<file path="src/rtl/tadc_pkg.sv">
package tadc_pkg;

    typedef enum logic [1:0] {
        ST_IDLE  = 2'd0,
        ST_FIRST = 2'd1,
        ST_TRACK = 2'd2,
        ST_HOLD  = 2'd3
    } tadc_state_e;

    typedef enum logic {
        DIR_DOWN = 1'b0,
        DIR_UP   = 1'b1
    } tadc_dir_e;

endpackage

</file>
<file path="src/rtl/tadc_updown.sv">
// Saturating up/down code register; one LSB per enabled clock.
module tadc_updown #(
    parameter int W = 8
) (
    input  logic         clk,
    input  logic         rst,
    input  logic         step_en,
    input  logic         dir_up,
    output logic [W-1:0] code,
    output logic         at_top,
    output logic         at_bottom
);
    localparam logic [W-1:0] TOP = {W{1'b1}};
    localparam logic [W-1:0] BOT = {W{1'b0}};

    assign at_top    = (code == TOP);
    assign at_bottom = (code == BOT);

    always_ff @(posedge clk) begin
        if (rst) begin
            code <= BOT;
        end else if (step_en) begin
            if (dir_up && !at_top) begin
                code <= code + 1'b1;
            end else if (!dir_up && !at_bottom) begin
                code <= code - 1'b1;
            end
        end
    end
endmodule

</file>
<file path="src/rtl/tadc_dither.sv">
// Settle detection: direction reversal or rail contact; picks the lower code.
module tadc_dither #(
    parameter int W = 8
) (
    input  logic         have_prev,
    input  logic         dir_now,
    input  logic         dir_prev,
    input  logic [W-1:0] code,
    input  logic         at_top,
    input  logic         at_bottom,
    output logic         settle,
    output logic [W-1:0] settle_code
);
    logic reversed;
    logic rail_hit;
    logic fell_back;

    always_comb begin
        reversed  = have_prev && (dir_now != dir_prev);
        rail_hit  = (dir_now && at_top) || (!dir_now && at_bottom);
        settle    = reversed || rail_hit;
        // up-then-down reversal: the code sits one above the lower pair member
        fell_back = reversed && !dir_now;
        settle_code = fell_back ? (code - 1'b1) : code;
    end
endmodule

</file>
<file path="src/rtl/tadc_fsm.sv">
// Conversion sequencer: state register, next-state and output decode.
module tadc_fsm
    import tadc_pkg::*;
(
    input  logic        clk,
    input  logic        rst,
    input  logic        sample_stb,
    input  logic        cmp_above,
    input  logic        settle,
    output logic        have_prev,
    output logic        dir_prev,
    output logic        step_en,
    output logic        latch_en,
    output logic        clr_valid
);
    tadc_state_e state_q;
    tadc_state_e state_d;
    logic        running;

    always_ff @(posedge clk) begin
        if (rst) begin
            state_q <= ST_IDLE;
        end else begin
            state_q <= state_d;
        end
    end

    always_comb begin
        state_d = state_q;
        unique case (state_q)
            ST_IDLE: begin
                if (sample_stb) state_d = ST_FIRST;
            end
            ST_FIRST: begin
                if (sample_stb)  state_d = ST_FIRST;
                else if (settle) state_d = ST_HOLD;
                else             state_d = ST_TRACK;
            end
            ST_TRACK: begin
                if (sample_stb)  state_d = ST_FIRST;
                else if (settle) state_d = ST_HOLD;
                else             state_d = ST_TRACK;
            end
            ST_HOLD: begin
                if (sample_stb) state_d = ST_FIRST;
            end
            default: state_d = ST_IDLE;
        endcase
    end

    always_comb begin
        running   = 1'b0;
        have_prev = 1'b0;
        unique case (state_q)
            ST_IDLE:  running = 1'b0;
            ST_FIRST: running = 1'b1;
            ST_TRACK: begin
                running   = 1'b1;
                have_prev = 1'b1;
            end
            ST_HOLD:  running = 1'b0;
            default:  running = 1'b0;
        endcase
        step_en   = running && !sample_stb && !settle;
        latch_en  = running && !sample_stb && settle;
        clr_valid = sample_stb;
    end

    always_ff @(posedge clk) begin
        if (rst) begin
            dir_prev <= DIR_DOWN;
        end else if (step_en) begin
            dir_prev <= cmp_above;
        end
    end
endmodule

</file>
<file path="src/rtl/track_adc_ctrl.sv">
module track_adc_ctrl #(
    parameter int W = 8
) (
    input  logic         clk,
    input  logic         rst,
    input  logic         sample_stb,
    input  logic         cmp_above,
    output logic [W-1:0] dac_code,
    output logic [W-1:0] conv_result,
    output logic         conv_valid
);
    logic         step_en;
    logic         latch_en;
    logic         clr_valid;
    logic         have_prev;
    logic         dir_prev;
    logic         settle;
    logic [W-1:0] settle_code;
    logic         at_top;
    logic         at_bottom;

    tadc_fsm u_fsm (
        .clk        (clk),
        .rst        (rst),
        .sample_stb (sample_stb),
        .cmp_above  (cmp_above),
        .settle     (settle),
        .have_prev  (have_prev),
        .dir_prev   (dir_prev),
        .step_en    (step_en),
        .latch_en   (latch_en),
        .clr_valid  (clr_valid)
    );

    tadc_updown #(.W(W)) u_cnt (
        .clk       (clk),
        .rst       (rst),
        .step_en   (step_en),
        .dir_up    (cmp_above),
        .code      (dac_code),
        .at_top    (at_top),
        .at_bottom (at_bottom)
    );

    tadc_dither #(.W(W)) u_dith (
        .have_prev   (have_prev),
        .dir_now     (cmp_above),
        .dir_prev    (dir_prev),
        .code        (dac_code),
        .at_top      (at_top),
        .at_bottom   (at_bottom),
        .settle      (settle),
        .settle_code (settle_code)
    );

    always_ff @(posedge clk) begin
        if (rst) begin
            conv_result <= '0;
            conv_valid  <= 1'b0;
        end else begin
            if (latch_en) begin
                conv_result <= settle_code;
            end
            if (clr_valid) begin
                conv_valid <= 1'b0;
            end else if (latch_en) begin
                conv_valid <= 1'b1;
            end
        end
    end
endmodule

</file>
<file path="config.mk">
export PLATFORM = sky130hd
export DESIGN_NAME = track_adc_ctrl
export DESIGN_NICKNAME = d
export VERILOG_FILES = /design/src/rtl/tadc_pkg.sv /design/src/rtl/tadc_updown.sv /design/src/rtl/tadc_dither.sv /design/src/rtl/tadc_fsm.sv /design/src/rtl/track_adc_ctrl.sv
export SDC_FILE = /design/constraint.sdc
export NUM_CORES = 1
export LEC_CHECK = 0
export BUFFER_PORTS_ARGS = -buffer_cell sky130_fd_sc_hd__buf_2
export CAP_MARGIN = 20
export CORE_MARGIN = 1.5
export CORE_UTILIZATION = 54
export DETAILED_ROUTE_END_ITERATION = 10
export MAX_ROUTING_LAYER = met4
export PLACE_DENSITY = 0.77
export SYNTH_ARGS = -nofsm -noshare
export SYNTH_HDL_FRONTEND = slang
export SYNTH_SLANG_ARGS = --single-unit
</file>
<file path="constraint.sdc">
create_clock -name clk -period 3.04 [get_ports clk]
set_input_delay 0.608 -clock clk [delete_from_list [all_inputs] [get_ports clk]]
set_output_delay 0.608 -clock clk [all_outputs]
set_load 0.02 [all_outputs]
</file>
==> run metrics <==
Global Route Usage Sum 0.222; Die Footprint 2510 sq um; CP endpoint kind flip-flop; post-layout minimum cycle time 2.44 ns; DPL Wire Length 1800 um; clock skew approximately 0.0037 ns; buffers inserted by post-CTS timing repair 0; worst skew pair latency 0.30 ns; ANT nets after route 0; start point of the worst hold path u_fsm.state_q[1]; first-pass detailed-route iteration total 5; Final Power 725 uW; mapped cell area 1200 sq um; Worst Tran Pin Value 0.634 ns; Yosys warning total 0; unrepaired setup endpoints after global routing false; TNS Setup 0 ns; vias 1072; DR iter-0 viols between 40 and 50; FILL cells 188; crit path DAT 2.65 ns; Final Hold Violating Endpoints 0; slowest CP cell or4_4; final core occ 0.641; maxcap violations 0; CTS buffer count 3; initial antenna violation count 0; status completed; DIE WIDTH 50.1 um; switching share of power 0.376; maximum vdd ir drop 0.316 mV; first-pass GRT wire length about 4200 um; crit start category flip-flop; CP max stage delay ~0.6 ns; hold depth 2; routed vias/inst 5.92; Internal about 450 uW; CP top delay family simple AND/OR/NAND/NOR gates; CTS Sinks 20; core box area 2020 sq um; PortBufs 20; Post-Synthesis Mean Instance Area 8.42 sq um; area delta synth->final 8.37%; period utilization 0.802; r2r worst-path depth 6; hold path endpoint u_fsm.state_q[1]; final setup violating endpoints 0; CTS clk-pin slew, worst paths 0.10 ns; cell mode on critical path or4_4; critical path cell sequence or4_4 -> or4_4 -> a311oi_4 -> buf_4 -> nor2_1 -> a211oi_1; RR Startpoint u_cnt.code[3]; routed length per placed instance 13.4 um; Clock Tree Buf Depth 2; leakage 0.549 nW; PD cells roughly 560 nW/um^2; largest net degree at the start of global routing 21; Max Clk Rate 410 MHz; Diodes inserted 0; post-synthesis sequential area ratio 0.335; Initial Util 0.592; Sw Pwr 273 uW; Worst Hold Class reg2reg; worst path bufs/invs 1; final WL about 2400 um; WS Path Type reg2reg; clock share of power 0.170; nets@finish 164; Ports 21; layout cells sized above 1 0.208; Yosys reg bits 20; Die H roughly 50 um; Crit Path Max Fanout 15; WHS 0.470 ns; CTS tree done; combinational power share 0.374; Root Buffer clkbuf_4; Sequential Power Share 0.456; Max Slew Vio Count 0; residual DRC count 0; slew margin rel. 0.576; number of core rows 16; grt ovf 0; cells after synthesis 142; CTS H-tree lvls 1; syn_nets 150; RePlAce Congestion 0.856; commonest cells after routing, fill and taps aside dfxtp_1 (20), buf_2 (20), nor2_1 (15), nand2_1 (10), a21oi_1 (10); RR Endpoint conv_result[2]; Req. time, crit path about 3.3 ns; # hold bufs at CTS 0; Synth cell types 35; Post-synth EDFFs 0; Async SR Flop Fraction 0; vias in the first global route 967; Post-CTS Resized 0; Main synth FF type dfxtp_1; FF-to-FF setup slack 0.60 ns
==> cell type report <==
cell class	count	area, sq um	area share
Tap cell	27	33.8	0.0261
Multi-Input combinational cell	105	713	0.550
Sequential cell	20	400	0.309
Timing Repair Buffer	21	108	0.0830
Clock buffer	3	22.5	0.0174
Inverter	5	18.8	0.0145
==> worst min-delay path, delay by kind of cell (launching register included) <==
family          cells  cell delay [ns]
flops               1             0.33
buf+inv             1             0.05
compound gates      1             0.05
==> state kept, by name, summed over array words and instances (netlist names) <==
signal and flops:
u_fsm.dir_prev 1, u_cnt.code 8, conv_result 8, conv_valid 1, u_fsm.state_q 2
==> metrics by stage <==
stage / cells / area (sq um) / setup WS (ns)
finish: 181 / 1300 / 0.600
CTS: 181 / 1300 / 0.600
global placement: 178 / 1270 / 0.658
global route: 181 / 1300 / 0.409
detailed placement: 178 / 1270 / 0.624
floorplan: 142 / 1200 / 0.698
==> synthesized netlist by cell type (2+ instances only) <==
| master | n | area, sq um |
|---|---|---|
| a211oi_1 | 6 | 45.0 |
| a211oi_2 | 2 | 25.0 |
| a21oi_1 | 10 | 50.1 |
| and3_1 | 3 | 18.8 |
| buf_2 | 3 | 15.0 |
| buf_6 | 2 | 22.5 |
| clkbuf_1 | 7 | 26.3 |
| dfxtp_1 | 20 | 400 |
| ha_1 | 4 | 50.1 |
| inv_1 | 5 | 18.8 |
| mux2i_1 | 6 | 60.1 |
| nand2_1 | 10 | 37.5 |
| nand2b_1 | 2 | 12.5 |
| nand4b_1 | 2 | 17.5 |
| nor2_1 | 15 | 56.3 |
| nor3_1 | 6 | 30.0 |
| o21ai_0 | 6 | 30.0 |
| or3_1 | 6 | 37.5 |
| or4_4 | 2 | 22.5 |
| xnor2_1 | 6 | 52.6 |
| xor2_1 | 5 | 43.8 |
==> logic make-up after synthesis <==
family / after synthesis / share of synthesized area
and+or+nand+nor: 53 / 0.234
AOI/OAI and AO/OA: 31 / 0.189
DFF: 20 / 0.335
buffers and inverters: 17 / 0.0690
xor gates and xnor gates: 11 / 0.0805
muxes: 6 / 0.0502
adders and majority gates: 4 / 0.0418
==> how the worst max path moves through the flow <==
stage	end	cells after the start	start	slack, ns
after global placement	u_fsm.dir_prev	5	u_cnt.code[3]	0.66
final	conv_result[2]	6	u_cnt.code[3]	0.60
after floorplan	conv_result[6]	7	u_cnt.code[5]	0.70
after global routing	u_cnt.code[5]	6	u_cnt.code[0]	0.41
after detailed placement	conv_result[2]	6	u_cnt.code[3]	0.62
after CTS	conv_result[2]	6	u_cnt.code[3]	0.60
==> power groups by stage <==
stage               clock network [mW]  registers (mW)  logic (mW)
floorplan                            0           0.347       0.202
global placement                     0           0.335       0.263
detailed placement                   0           0.336       0.269
CTS                              0.127           0.330       0.272
global route                     0.135           0.338       0.300
finish                           0.124           0.331       0.271
==> routing by layer <==
layer | up-vias | GRT usage | wire length (um)
li1 | 526 | - | -
met1 | 501 | 0.271 | 1070
met2 | 36 | 0.364 | 1190
met3 | 9 | 0.0273 | 113
met4 | 0 | 0.102 | 59
met5 | - | - | 0
Note: power is estimated with default switching activity, not from simulation.
